<file path="src/rtl/mesi_pkg.sv">
package mesi_pkg;
  typedef enum logic [1:0] {
    ST_I = 2'd0,
    ST_S = 2'd1,
    ST_E = 2'd2,
    ST_M = 2'd3
  } line_st_e;

  typedef enum logic [1:0] {
    BUS_NONE = 2'd0,
    BUS_RD   = 2'd1,
    BUS_RDX  = 2'd2,
    BUS_WB   = 2'd3
  } bus_cmd_e;

  typedef enum logic [2:0] {
    F_IDLE,
    F_WB,
    F_REQ,
    F_FILL,
    F_RESP
  } fsm_e;
endpackage

</file>
<file path="src/rtl/mesi_line_store.sv">
module mesi_line_store
  import mesi_pkg::*;
#(
  parameter int NUM_LINES = 4,
  parameter int TAG_W     = 6,
  parameter int DATA_W    = 16,
  localparam int IDX_W    = $clog2(NUM_LINES)
) (
  input  logic              clk,
  input  logic              rst_n,
  // processor-side view
  input  logic [IDX_W-1:0]  a_idx,
  output line_st_e          a_state,
  output logic [TAG_W-1:0]  a_tag,
  output logic [DATA_W-1:0] a_data,
  // snoop-side view
  input  logic [IDX_W-1:0]  b_idx,
  output line_st_e          b_state,
  output logic [TAG_W-1:0]  b_tag,
  output logic [DATA_W-1:0] b_data,
  // processor-side write (wins over snoop)
  input  logic              cw_en,
  input  logic [IDX_W-1:0]  cw_idx,
  input  line_st_e          cw_state,
  input  logic [TAG_W-1:0]  cw_tag,
  input  logic              cw_data_en,
  input  logic [DATA_W-1:0] cw_data,
  // snoop-side state write
  input  logic              sw_en,
  input  logic [IDX_W-1:0]  sw_idx,
  input  line_st_e          sw_state
);
  line_st_e          st_q  [NUM_LINES];
  logic [TAG_W-1:0]  tag_q [NUM_LINES];
  logic [DATA_W-1:0] dat_q [NUM_LINES];

  always_ff @(posedge clk) begin
    for (int i = 0; i < NUM_LINES; i++) begin
      if (!rst_n) begin
        st_q[i]  <= ST_I;
        tag_q[i] <= '0;
        dat_q[i] <= '0;
      end else if (cw_en && cw_idx == IDX_W'(i)) begin
        st_q[i]  <= cw_state;
        tag_q[i] <= cw_tag;
        if (cw_data_en) dat_q[i] <= cw_data;
      end else if (sw_en && sw_idx == IDX_W'(i)) begin
        st_q[i] <= sw_state;
      end
    end
  end

  assign a_state = st_q[a_idx];
  assign a_tag   = tag_q[a_idx];
  assign a_data  = dat_q[a_idx];
  assign b_state = st_q[b_idx];
  assign b_tag   = tag_q[b_idx];
  assign b_data  = dat_q[b_idx];

  // A snoop transition not overridden by the processor port lands in the array.
  assert_snoop_update_R6: assert property (@(posedge clk) disable iff (!rst_n)
    (sw_en && !(cw_en && cw_idx == sw_idx)) |=> (st_q[$past(sw_idx)] == $past(sw_state)));
endmodule

</file>
<file path="src/rtl/mesi_snoop_unit.sv">
module mesi_snoop_unit
  import mesi_pkg::*;
(
  input  logic     clk,
  input  logic     rst_n,
  input  logic     snp_valid,
  input  logic     snp_excl,
  input  logic     tag_match,
  input  line_st_e line_state,
  input  logic     supplier,
  output logic     shared_o,
  output logic     flush_o,
  output logic     st_we,
  output line_st_e st_next
);
  logic hit;

  assign hit      = snp_valid && tag_match && (line_state != ST_I);
  assign shared_o = hit && !snp_excl;
  assign flush_o  = hit && ((line_state == ST_M) || (line_state == ST_E) ||
                            ((line_state == ST_S) && supplier));
  assign st_we    = hit;
  assign st_next  = snp_excl ? ST_I : ST_S;

  // A sharer that is not the supplier stays silent.
  assert_sharer_quiet_R8: assert property (@(posedge clk) disable iff (!rst_n)
    (snp_valid && line_state == ST_S && !supplier) |-> !flush_o);

  // Dirty data is never lost on a snoop hit.
  assert_dirty_flush_R5: assert property (@(posedge clk) disable iff (!rst_n)
    (snp_valid && tag_match && line_state == ST_M) |-> flush_o);

  // Read-exclusive never raises the shared line.
  assert_rdx_no_share_R7: assert property (@(posedge clk) disable iff (!rst_n)
    (snp_valid && snp_excl) |-> !shared_o);
endmodule

</file>
<file path="src/rtl/mesi_snoop_ctrl.sv">
module mesi_snoop_ctrl
  import mesi_pkg::*;
#(
  parameter int NUM_LINES = 4,
  parameter int ADDR_W    = 8,
  parameter int DATA_W    = 16
) (
  input  logic              clk,
  input  logic              rst_n,
  input  logic              cpu_req_valid,
  output logic              cpu_req_ready,
  input  logic              cpu_req_write,
  input  logic [ADDR_W-1:0] cpu_req_addr,
  input  logic [DATA_W-1:0] cpu_req_wdata,
  output logic              cpu_rsp_valid,
  output logic [DATA_W-1:0] cpu_rsp_rdata,
  output logic              bus_req_valid,
  input  logic              bus_req_ready,
  output logic [1:0]        bus_req_cmd,
  output logic [ADDR_W-1:0] bus_req_addr,
  output logic [DATA_W-1:0] bus_req_wdata,
  input  logic              bus_fill_valid,
  input  logic [DATA_W-1:0] bus_fill_data,
  input  logic              bus_fill_shared,
  input  logic              snp_valid,
  input  logic              snp_excl,
  input  logic [ADDR_W-1:0] snp_addr,
  input  logic              snp_supplier,
  output logic              snp_shared,
  output logic              flush_valid,
  output logic [DATA_W-1:0] flush_data
);
  localparam int IDX_W = $clog2(NUM_LINES);
  localparam int TAG_W = ADDR_W - IDX_W;

  fsm_e              fsm_q, fsm_d;
  logic              lat_write;
  logic [ADDR_W-1:0] lat_addr;
  logic [DATA_W-1:0] lat_wdata;
  bus_cmd_e          lat_cmd;
  logic [DATA_W-1:0] rsp_q, rsp_d;
  logic              rsp_load;

  logic [IDX_W-1:0]  req_idx, lat_idx, snp_idx, a_idx;
  logic [TAG_W-1:0]  req_tag, lat_tag, snp_tag, cur_tag;
  line_st_e          a_state, b_state;
  logic [TAG_W-1:0]  a_tag, b_tag;
  logic [DATA_W-1:0] a_data, b_data;

  logic              cw_en, cw_data_en;
  line_st_e          cw_state;
  logic [TAG_W-1:0]  cw_tag;
  logic [DATA_W-1:0] cw_data;
  logic              sw_en;
  line_st_e          sw_state;

  logic              accept, a_hit, victim_m;
  bus_cmd_e          cmd_d;

  assign req_idx = cpu_req_addr[IDX_W-1:0];
  assign req_tag = cpu_req_addr[ADDR_W-1 -: TAG_W];
  assign lat_idx = lat_addr[IDX_W-1:0];
  assign lat_tag = lat_addr[ADDR_W-1 -: TAG_W];
  assign snp_idx = snp_addr[IDX_W-1:0];
  assign snp_tag = snp_addr[ADDR_W-1 -: TAG_W];

  assign a_idx   = (fsm_q == F_IDLE) ? req_idx : lat_idx;
  assign cur_tag = (fsm_q == F_IDLE) ? req_tag : lat_tag;
  assign a_hit   = (a_state != ST_I) && (a_tag == cur_tag);
  assign victim_m = (a_state == ST_M) && (a_tag != lat_tag);

  assign cpu_req_ready = (fsm_q == F_IDLE) && !snp_valid;
  assign accept        = cpu_req_valid && cpu_req_ready;
  assign cpu_rsp_rdata = rsp_q;

  mesi_line_store #(
    .NUM_LINES(NUM_LINES), .TAG_W(TAG_W), .DATA_W(DATA_W)
  ) store_i (
    .clk(clk), .rst_n(rst_n),
    .a_idx(a_idx), .a_state(a_state), .a_tag(a_tag), .a_data(a_data),
    .b_idx(snp_idx), .b_state(b_state), .b_tag(b_tag), .b_data(b_data),
    .cw_en(cw_en), .cw_idx(a_idx), .cw_state(cw_state), .cw_tag(cw_tag),
    .cw_data_en(cw_data_en), .cw_data(cw_data),
    .sw_en(sw_en), .sw_idx(snp_idx), .sw_state(sw_state)
  );

  mesi_snoop_unit snoop_i (
    .clk(clk), .rst_n(rst_n),
    .snp_valid(snp_valid), .snp_excl(snp_excl),
    .tag_match(b_tag == snp_tag), .line_state(b_state),
    .supplier(snp_supplier),
    .shared_o(snp_shared), .flush_o(flush_valid),
    .st_we(sw_en), .st_next(sw_state)
  );

  assign flush_data = b_data;

  always_comb begin
    fsm_d         = fsm_q;
    cw_en         = 1'b0;
    cw_state      = ST_I;
    cw_tag        = a_tag;
    cw_data_en    = 1'b0;
    cw_data       = lat_wdata;
    rsp_load      = 1'b0;
    rsp_d         = a_data;
    bus_req_valid = 1'b0;
    bus_req_cmd   = BUS_NONE;
    bus_req_addr  = lat_addr;
    bus_req_wdata = a_data;
    cpu_rsp_valid = 1'b0;
    cmd_d         = cpu_req_write ? BUS_RDX : BUS_RD;
    unique case (fsm_q)
      F_IDLE: begin
        if (accept) begin
          if (a_hit && !cpu_req_write) begin
            rsp_load = 1'b1;
            fsm_d    = F_RESP;
          end else if (a_hit && (a_state == ST_M || a_state == ST_E)) begin
            cw_en      = 1'b1;
            cw_state   = ST_M;
            cw_tag     = req_tag;
            cw_data_en = 1'b1;
            cw_data    = cpu_req_wdata;
            rsp_load   = 1'b1;
            rsp_d      = cpu_req_wdata;
            fsm_d      = F_RESP;
          end else if (a_hit) begin
            fsm_d = F_REQ;
          end else if (a_state == ST_M) begin
            fsm_d = F_WB;
          end else begin
            fsm_d = F_REQ;
          end
        end
      end
      F_WB: begin
        if (victim_m) begin
          bus_req_valid = 1'b1;
          bus_req_cmd   = BUS_WB;
          bus_req_addr  = {a_tag, lat_idx};
          if (bus_req_ready) begin
            cw_en    = 1'b1;
            cw_state = ST_I;
            fsm_d    = F_REQ;
          end
        end else begin
          fsm_d = F_REQ;
        end
      end
      F_REQ: begin
        bus_req_valid = 1'b1;
        bus_req_cmd   = lat_cmd;
        if (bus_req_ready) fsm_d = F_FILL;
      end
      F_FILL: begin
        if (bus_fill_valid) begin
          cw_en      = 1'b1;
          cw_tag     = lat_tag;
          cw_data_en = 1'b1;
          cw_data    = lat_write ? lat_wdata : bus_fill_data;
          cw_state   = lat_write ? ST_M : (bus_fill_shared ? ST_S : ST_E);
          rsp_load   = 1'b1;
          rsp_d      = cw_data;
          fsm_d      = F_RESP;
        end
      end
      F_RESP: begin
        cpu_rsp_valid = 1'b1;
        fsm_d         = F_IDLE;
      end
      default: fsm_d = F_IDLE;
    endcase
  end

  always_ff @(posedge clk) begin
    if (!rst_n) begin
      fsm_q     <= F_IDLE;
      lat_write <= 1'b0;
      lat_addr  <= '0;
      lat_wdata <= '0;
      lat_cmd   <= BUS_RD;
      rsp_q     <= '0;
    end else begin
      fsm_q <= fsm_d;
      if (accept) begin
        lat_write <= cpu_req_write;
        lat_addr  <= cpu_req_addr;
        lat_wdata <= cpu_req_wdata;
        lat_cmd   <= cmd_d;
      end
      if (rsp_load) rsp_q <= rsp_d;
    end
  end

  // A stalled bus request keeps its command and address while no snoop intervenes.
  assert_bus_req_hold_R11: assert property (@(posedge clk) disable iff (!rst_n)
    (bus_req_valid && !bus_req_ready && !snp_valid) |=>
      (bus_req_valid && $stable(bus_req_cmd) && $stable(bus_req_addr)));

  // Responses are single-cycle pulses.
  assert_single_rsp_R11: assert property (@(posedge clk) disable iff (!rst_n)
    cpu_rsp_valid |=> !cpu_rsp_valid);

  // A fill completes the request on the next cycle.
  assert_fill_to_rsp_R11: assert property (@(posedge clk) disable iff (!rst_n)
    (fsm_q == F_FILL && bus_fill_valid) |=> cpu_rsp_valid);

  // A store hitting Exclusive completes without the bus.
  assert_silent_upgrade_R2: assert property (@(posedge clk) disable iff (!rst_n)
    (accept && cpu_req_write && a_hit && a_state == ST_E) |=>
      (cpu_rsp_valid && !bus_req_valid));
endmodule

</file>
<file path="config.mk">
export PLATFORM = sky130hd
export DESIGN_NAME = mesi_snoop_ctrl
export DESIGN_NICKNAME = d
export VERILOG_FILES = /design/src/rtl/mesi_pkg.sv /design/src/rtl/mesi_line_store.sv /design/src/rtl/mesi_snoop_unit.sv /design/src/rtl/mesi_snoop_ctrl.sv
export SDC_FILE = /design/constraint.sdc
export NUM_CORES = 1
export LEC_CHECK = 0
export BUFFER_PORTS_ARGS = -buffer_cell sky130_fd_sc_hd__buf_2
export CAP_MARGIN = 20
export CORE_MARGIN = 3
export CORE_UTILIZATION = 30
export CTS_CLUSTER_DIAMETER = 200
export DETAILED_ROUTE_END_ITERATION = 8
export GPL_ROUTABILITY_DRIVEN = 0
export PLACE_DENSITY = 0.55
export SLEW_MARGIN = 10
export SYNTH_ARGS = -nofsm -noshare
export SYNTH_HDL_FRONTEND = slang
export SYNTH_SLANG_ARGS = --single-unit
</file>
<file path="constraint.sdc">
create_clock -name clk -period 7.48 [get_ports clk]
set_clock_uncertainty 0.2 [all_clocks]
set_input_delay 1.496 -clock clk [delete_from_list [all_inputs] [get_ports clk]]
set_output_delay 1.496 -clock clk [all_outputs]
set_load 0.02 [all_outputs]
</file>
==> results of run 1 <==
-- path summary, 6_finish.rpt --
kind,startpoint,endpoint
max,snp_addr[0],snp_shared
min,lat_wdata[13],lat_wdata[13]
max reg2reg,fsm_q[1],store_i.tag_q[3][3]
min reg2reg,lat_wdata[13],lat_wdata[13]
-- tightest hold or removal path: cells and delay by family, from the launching register on --
family | cells | cell delay (ns)
DFF | 1 | 0.32
AOI/OAI and AO/OA | 1 | 0.05
and+or+nand+nor | 1 | 0.06
-- registers in the layout, summed over array words and instances, names as in the netlist --
| register | count |
|---|---|
| store_i.dat_q | 64 |
| cpu_rsp_rdata | 16 |
| lat_write | 1 |
| lat_addr | 8 |
| fsm_q | 3 |
| store_i.tag_q | 24 |
| lat_wdata | 16 |
| store_i.st_q | 8 |
| lat_cmd | 1 |
-- power groups by stage --
stage | logic (mW) | clock network (mW) | registers, mW
floorplan | 0.377 | 0 | 0.893
global placement | 0.498 | 0 | 0.910
detailed placement | 0.497 | 0 | 0.911
CTS | 0.500 | 0.872 | 0.894
global route | 0.539 | 0.908 | 0.899
finish | 0.501 | 0.863 | 0.895
-- placed cells by master (no fill, tap or decap), drive strengths merged, types with 15 or more instances in the layout --
| master | n |
|---|---|
| dfxtp | 45 |
| clkbuf | 17 |
| o311a | 15 |
| nand2 | 90 |
| buf | 134 |
| mux4 | 52 |
| a21o | 33 |
| mux2i | 32 |
| nor2 | 93 |
| o21ai | 27 |
| inv | 15 |
| o22ai | 18 |
| nor3 | 26 |
| edfxtp | 96 |
| xnor2 | 19 |
| a21oi | 48 |
-- per-layer routing --
layer | wire (um) | vias to the layer above | part of all wire, %
li1 | - | 2974 | -
met1 | 11520 | 3205 | 46
met2 | 11350 | 230 | 45
met3 | 1816 | 35 | 7.2
met4 | 502 | 4 | 2.0
met5 | 21 | - | 0.083
-- cell type report --
type                       count  area [um^2]  share of cell area, %
tap                          372        465.4                  4.809
clock inverter                15        183.9                  1.900
sequential                   141         3784                  39.10
multi-input combinational    529         4074                  42.09
antenna                        1        2.502                0.02586
timing repair buffer         134        713.2                  7.369
clock buffer                  17        425.4                  4.396
inverter                       8        30.03                 0.3103
-- through the flow --
| stage | std cells | total power [mW] | cell area, um^2 |
|---|---|---|---|
| floorplan | 740 | 1.269 | 8401 |
| global placement | 1183 | 1.408 | 9051 |
| detailed placement | 1183 | 1.408 | 9051 |
| CTS | 1215 | 2.265 | 9661 |
| global route | 1216 | 2.346 | 9676 |
| finish | 1217 | 2.259 | 9678 |
-- kinds of logic after synthesis --
group           after synthesis  share of synthesized area, %
flops                       141                         45.04
mux                          86                         18.07
xor+xnor                     26                         2.711
buf+inv                      70                         6.464
compound gates              173                         14.43
simple gates                244                         13.29
==> results.cfg, run 1 <==
[synthesis]
async_flop_share_pct = 0
yosysWarnings = 0
postSynthAreaPerCell_um2 = 11.35
synth_ff_type = edfxtp_1
synth_edf_count = 96
syn_nets = 798
synth_area_leaders = edfxtp_1 (34%), mux4_2 (14%), dfxtp_1 (11%)
syn_area_mm2 = 0.008401
yosysUniqueCellTypes = 78
yosysSeqAreaShare_pct = 45.04
synthCells = 740
yosysMostFrequentCell = edfxtp_1
synth_top_area_share_pct = 34.32
ys_ff_latch = 141
synth_top_area_cell = edfxtp_1
synth_common_cells = edfxtp_1 (96), nand2_1 (89), nor2_1 (89)

[worst_setup_path]
critPathLaunchType = input port
arrival_ns = 3.93
cp_top_family = buffers and inverters
rrSetupSlack_ns = 3.07
ff2ff_path_depth = 8
cp_num_cells = 7
critical_path.most_common_cell = buf_2
path_buf_inv = 2
critical_path_class = in -> out
path_cells = buf_2 -> mux4_2 -> xor2_1 -> nor4_1 -> nand4_1 -> nor2_1 -> buf_2
worstPathRequired_ns = 5.78
end_kind = output pin
critical-path-max-stage-delay_ns = 0.65
critPathMaxFanout = 29
slowest_stage = buf_2

[clocking]
cts_resized = 0
htreeDepth = 4
cts_tree = yes
clkSinkCount = 141
clockRootBuffer = clkbuf_16
post_cts_buffers = 0
clk_pin_slew_ns = 0.07
cts_hold_buf = 0
clkLatencyLatePin_ns = 0.44
cts_made_buffers = 17
cts_buffer_depth = 2

[routing]
drt_iter0_drc = 658
via_per_inst = 5.298
drtPass1Iterations = 5
ant_nets = 0
wire_per_inst_um = 20.72
routed_wl_mm = 25.21
drc = 0
vias = 6448

[power]
irDropWorstVdd_uv = 160.5
pwr-share-comb_pct = 22.2
power_density_mw_per_mm2 = 233.4
switching_share_pct = 33.56
p_sw_mw = 0.7581
seq_power_share_pct = 39.6
leakage_nw = 3.733
p_int_mw = 1.501
clock_power_share_pct = 38.2

[sta]
relSlewSlack_pct = 31.28
final.min_clock_period_ns = 5.630
finalSetupTns_ns = 0
final-setup-viol-count = 0
grt_setup_unrepaired = false
fin_crit_sh_pct = 75.27
finalHoldViolCount = 0
slew_viol_final = 0
tightestPinTransition_ns = 1.020
fmax_ghz = 0.1776
setup_ws_ns = 1.850
whs_ns = 0.2764

[placed_design]
hpwl_mm = 17.95
io_buffers = 120
dp_slack_ns = 1.800

[finish]
area.growth.synth_to_final_pct = 15.21
nets = 889
fin_util_pct = 35.51
fillCellCount = 2705
drive_gt1_share_pct = 29.15

[grt]
grt_pass1_vias = 6320
antenna_found_initial = 2
use_met2_pct = 25.07
met3_usage_pct = 3.679
grt_pass1_wl_mm = 39.04
grt_max_degree = 33
grt_usage_pct = 16.65
grt.busiest_layer = met2
use_met1_pct = 23.89
grt-ovfl-total = 0

[floorplanning]
initial_core_util_pct = 30.83
pin_count = 121
core-area_mm2 = 0.02725
dieArea_mm2 = 0.03005
placementRows = 60
die_h_um = 173.3
die_x_um = 173.3

[run]
maxCapViolCount = 0

[hold_path]
hold_depth = 2
hold_path.class = reg -> reg

[run_status]
status = finished, final reports clean
(Power assumes the default switching activity.)
==> run 2: changes to the inputs <==
ABC_AREA = 1   (was not set)
clock period = 5.2 ns   (was 7.48 ns; I/O delays follow)
==> run 2 against run 1 <==
Compared with the run above: sequential share of layout area down 0.40 points; highest routed layer unchanged; via count increased by 23%; clock-buffer cell count did not move.
==> results.cfg, run 2 <==
[run_status]
status = finished, final reports clean

[worst_setup_path]
path_buf_inv = 3
reg2reg_to = store_i.dat_q[2][5]
rrSetupSlack_ns = 1.27
ff2ff_path_depth = 16
cp_top_family = simple AND/OR/NAND/NOR gates
arrival_ns = 3.45
critPathMaxFanout = 15
end_kind = output pin
critical-path-max-stage-delay_ns = 0.39
path_cells = buf_2 -> nand3_1 -> nand2_1 -> nor2_4 -> inv_1 -> nor2_1 -> nor2_1 -> nand2_1 -> nor3_1 -> nand2_1 -> o21ai_0 -> buf_2
r2r_start = fsm_q[1]
critical_path.most_common_cell = nand2_1
worstPathRequired_ns = 3.96
critical_path_class = in -> out
slowest_stage = nand2_1
critPathLaunchType = input port

[synthesis]
synth_top_area_cell = edfxtp_1
yosysWarnings = 0
synth_compound_area_share_pct = 22.25
synth_top_area_share_pct = 35.07
synth_ff_type = edfxtp_1
synth_common_cells = nand2_1 (237), a21oi_1 (122), inv_1 (119)
synth_edf_count = 96
ys_ff_latch = 141
syn_area_mm2 = 0.008220
yosys.area_share.simple_pct = 22.13
syn_nets = 1102
async_flop_share_pct = 0
post_synth_mux_area_share_pct = 0
yosysSeqAreaShare_pct = 46.03
synthCells = 1044
synth-xor-area-share_pct = 0.6393
synth_fa_ha_area_share_pct = 0
synth_area_leaders = edfxtp_1 (35%), dfxtp_1 (11%), nand2_1 (11%)
synth_top_family_by_area = compound AO/OA/AOI/OAI gates
yosysMostFrequentCell = nand2_1
postSynthAreaPerCell_um2 = 7.874
yosysUniqueCellTypes = 39

[grt]
grt_usage_pct = 19.46
antenna_found_initial = 1
grt_max_degree = 51
use_met1_pct = 28.94
use_met2_pct = 27.47
grt_pass1_vias = 7434
met3_usage_pct = 4.505
grt.busiest_layer = met1
grt-ovfl-total = 0
grt_pass1_wl_mm = 43.74

[clocking]
cts_tree = yes
post_cts_buffers = 0
clkLatencyLatePin_ns = 0.43
cts_made_buffers = 17
clk_pin_slew_ns = 0.07
clkSinkCount = 141
cts_hold_buf = 0
cts_resized = 0
htreeDepth = 4
clockRootBuffer = clkbuf_16
cts_buffer_depth = 2

[finish]
regMostFlops = store_i.dat_q
nets = 1208
drive_gt1_share_pct = 16.85
final_cell_mix = nand2_1 (237), a21oi_1 (122), buf_2 (120)
final_common_cell = nand2_1
area.growth.synth_to_final_pct = 18.93
fillCellCount = 2724
finish.instance_area_mm2 = 0.009777
largest_register_ffs = 64
n_antenna_cell = 0
reg_top3 = store_i.dat_q x64, store_i.tag_q x24

[sta]
final.min_clock_period_ns = 4.689
relSlewSlack_pct = 27.62
slew_viol_final = 0
fin_crit_sh_pct = 90.16
tightestPinTransition_ns = 1.086
grt_setup_unrepaired = false
finalSetupTns_ns = 0
fmax_ghz = 0.2133
final-setup-viol-count = 0
setup_ws_ns = 0.5114
finalHoldViolCount = 0

[power]
pwr-share-comb_pct = 45.4
irDropWorstVdd_uv = 209.7
p_sw_mw = 2.230
power_density_mw_per_mm2 = 499.4
seq_power_share_pct = 27.5
switching_share_pct = 45.68
leakage_nw = 4.242
totalPowerFinal_mw = 4.882
clock_power_share_pct = 27.1
p_int_mw = 2.652

[hold_path]
hold_depth = 2
hold_path.class = reg -> reg
hp-start = lat_wdata[1]
hold_end = lat_wdata[1]

[routing]
drc = 0
drt_iter0_drc = 945
ant_nets = 0
wire_per_inst_um = 18.98
drtPass1Iterations = 5
routed_wl_mm = 28.43
via_per_inst = 5.292
vias = 7927

[placed_design]
io_buffers = 120
dp_slack_ns = 0.5327
hpwl_mm = 20.79
dpl_cell_area_mm2 = 0.009139

[floorplanning]
placementRows = 59
initial_core_util_pct = 31.02
pin_count = 121
die_x_um = 171.5
die_h_um = 171.5
core-area_mm2 = 0.02650
dieArea_mm2 = 0.02942

[run]
maxCapViolCount = 0
-- run 2: cells by family (layout without fill, tap and decap cells) --
| group | after synthesis | after routing |
|---|---|---|
| buf+inv | 180 | 299 |
| compound gates | 299 | 299 |
| xor+xnor | 6 | 6 |
| simple gates | 418 | 418 |
| flops | 141 | 141 |
-- run 2: layout make-up --
| type | count | area (um^2) | area share [%] |
|---|---|---|---|
| Sequential cell | 141 | 3784 | 38.70 |
| Multi-Input combinational cell | 723 | 3701 | 37.86 |
| Timing Repair Buffer | 142 | 765.7 | 7.832 |
| Inverter | 125 | 469.2 | 4.799 |
| Clock buffer | 17 | 425.4 | 4.351 |
| Tap cell | 335 | 419.2 | 4.287 |
| Clock inverter | 15 | 212.7 | 2.176 |
-- run 2: power groups by stage --
| stage | clock (mW) | sequential, mW | combinational (mW) |
|---|---|---|---|
| finish | 1.32 | 1.34 | 2.22 |
| global route | 1.39 | 1.35 | 2.45 |
| CTS | 1.35 | 1.34 | 2.20 |
| detailed placement | 0 | 1.37 | 2.19 |
| global placement | 0 | 1.36 | 2.19 |
| floorplan | 0 | 1.36 | 1.47 |
-- run 2: worst max path at each step --
stage	start	endpoint	slack (ns)	depth (start not counted)
2_1_floorplan	cpu_req_addr[0]	store_i.dat_q[0][0]	0.84	15
3_3_place_gp	cpu_req_addr[0]	bus_req_addr[2]	0.59	12
3_5_place_dp	cpu_req_addr[0]	bus_req_addr[2]	0.53	10
4_1_cts	cpu_req_addr[0]	bus_req_addr[2]	0.52	10
5_1_grt	cpu_req_addr[0]	bus_req_addr[2]	0.18	12
6_report	cpu_req_addr[0]	bus_req_addr[2]	0.51	12
-- run 2: routing by layer --
layer,up-vias,part of all wire [%]
li1,3860,-
met1,3664,47
met2,354,42
met3,47,8.6
met4,2,2.7
met5,-,0.046
-- run 2: metrics by stage --
step | hold slack (ns) | util, % | std cells
floorplan | 0.2437 | - | 1044
global placement | 0.2664 | 34.48 | 1466
detailed placement | 0.2687 | 34.48 | 1466
CTS | 0.2800 | 36.89 | 1498
global route | 0.3156 | 36.89 | 1498
finish | 0.2794 | 36.89 | 1498
-- run 2: worst register-to-register path: cells and delay by family, from the launching register on --
kind | cells | cell delay [ns]
AND/OR/NAND/NOR | 13 | 2.17
buffers and inverters | 2 | 0.48
AO/OA/AOI/OAI | 1 | 0.41
flip-flops | 1 | 0.35
==> run 3: changes to the inputs <==
BUFFER_PORTS_ARGS = not set   (was -buffer_cell sky130_fd_sc_hd__buf_2)
CTS_CLUSTER_DIAMETER = 120   (was 200)
DONT_BUFFER_PORTS = 1   (was not set)
PLACE_DENSITY = 0.53   (was 0.55)
==> run 3 against run 2 <==
Compared with the run above: first-iteration DRC count down 11%; cell area down 5.5%; register-to-register slack worse by 0.19 ns; sequential power about the same; wire length up 0.58%; clock power down 5%; sequential share of layout area up 2.3 points; highest routed layer is now met4.
==> results.cfg, run 3 (same netlist as run 2, synthesis figures left out) <==
[sta]
finalHoldViolCount = 0
setup_ws_ns = 0.4644
tightestPinTransition_ns = 1.003
fmax_ghz = 0.2112
slew_viol_final = 0
grt_setup_unrepaired = false
final-setup-viol-count = 0
relSlewSlack_pct = 33.10
fin_crit_sh_pct = 91.07
finalSetupTns_ns = 0
final.min_clock_period_ns = 4.736
whs_ns = 0.2801

[grt]
antenna_found_initial = 0
grt_usage_pct = 19.27
grt_pass1_vias = 6870
grt-ovfl-total = 0
grt_pass1_wl_mm = 43.10
grt_max_degree = 69

[finish]
nets = 1100
final_cell_mix = nand2_1 (237), a21oi_1 (122), inv_1 (119)
largest_register_ffs = 64
drive_gt1_share_pct = 8.341
n_antenna_cell = 0
instances_no_fill = 1390
regMostFlops = store_i.dat_q
reg_top3 = store_i.dat_q x64, store_i.tag_q x24
area.growth.synth_to_final_pct = 12.34
final_common_cell = nand2_1

[routing]
ant_nets = 0
wire_per_inst_um = 20.57
vias = 7481
via_per_inst = 5.382
drtPass1Iterations = 6
routed_wl_mm = 28.59
drt_iter0_drc = 838
drc = 0

[clocking]
cts_made_buffers = 17
cts_tree = yes
clkSinkCount = 141
cts_hold_buf = 0
clockRootBuffer = clkbuf_16
clk_pin_slew_ns = 0.07
htreeDepth = 4
cts_buffer_depth = 2
post_cts_buffers = 0
clkLatencyLatePin_ns = 0.42

[power]
irDropWorstVdd_uv = 219.6
totalPowerFinal_mw = 4.723
power_density_mw_per_mm2 = 511.4
leakage_nw = 3.751

[worst_setup_path]
slowest_stage = nand2_1
critical_path.most_common_cell = nand2_1
ff2ff_path_depth = 16
rrSetupSlack_ns = 1.08
end_kind = output pin
worstPathRequired_ns = 3.96
arrival_ns = 3.50
critPathLaunchType = register
critical_path_class = reg -> out
path_cells = nor2_2 -> nand3_1 -> nand2_1 -> nor2_2 -> buf_4 -> nand2_1 -> nand4_1 -> nor3_1 -> nand2_1 -> o21ai_0 -> buf_4
critPathMaxFanout = 16
critical-path-max-stage-delay_ns = 0.43

[floorplanning]
core-area_mm2 = 0.02650
die_h_um = 171.5
dieArea_mm2 = 0.02942
die_x_um = 171.5
placementRows = 59
initial_core_util_pct = 31.02
pin_count = 121

[hold_path]
hold_depth = 2
hold_path.class = reg -> reg

[run_status]
status = finished, final reports clean

[placed_design]
dp_slack_ns = 0.4094
hpwl_mm = 20.68
dp.cells = 1358
io_buffers = 0

[run]
maxCapViolCount = 0
-- run 3: cell types whose count changed in the layout (fill, tap and decap cells not counted), moves of 2 or more --
| cell | before | now |
|---|---|---|
| inv_6 | 6 | 8 |
| inv_8 | 4 | 0 |
| buf_2 | 120 | 0 |
| buf_4 | 22 | 34 |
-- run 3: worst max-delay path, delay by kind of cell (launching register included) --
kind | cells | cell delay, ns
AOI/OAI and AO/OA | 1 | 0.29
buffers and inverters | 2 | 0.41
DFF | 1 | 0.34
and+or+nand+nor | 8 | 2.02
-- run 3: through the flow --
step,utilization (%),cell area [um^2]
2_1_floorplan,-,8220
3_3_place_gp,32.56,8628
3_5_place_dp,32.56,8628
4_1_cts,34.83,9230
5_1_grt,34.85,9235
6_report,34.85,9235
-- run 3: routing by layer --
metal	vias up	GRT usage (%)	part of all wire, %
li1	3646	-	-
met5	-	0	0
met1	3530	28.20	46
met2	286	28.23	43
met4	0	4.164	1.0
met3	19	5.631	9.9
-- run 3: what timing repair did --
action	CTS	global route
hold endpoints to repair	0	0
gates resized for setup	0	1
endpoints found under the setup margin	0	5
-- run 3: worst paths after layout --
kind / from / end
worst min-delay path: lat_wdata[14] / lat_wdata[14]
worst max register to register: fsm_q[1] / cpu_rsp_rdata[12]
worst max-delay path: fsm_q[1] / bus_req_addr[2]
worst min register to register: lat_wdata[14] / lat_wdata[14]
-- run 3: final cells by class --
class / instances / area, um^2
clock buffers: 17 / 425.4
well taps: 335 / 419.2
fillers: 2729 / 17270
inverters: 125 / 469.2
clock inverters: 15 / 176.4
flip-flops and latches: 141 / 3784
multi-input cells: 723 / 3706
repair buffers: 34 / 255.2
-- run 3: where the power goes --
part	internal (mW)	switching (mW)	leakage, nW
clock network	0.724	0.538	0.293
logic	0.523	1.58	2.10
registers	1.29	0.0745	1.36
total	2.53	2.19	3.75
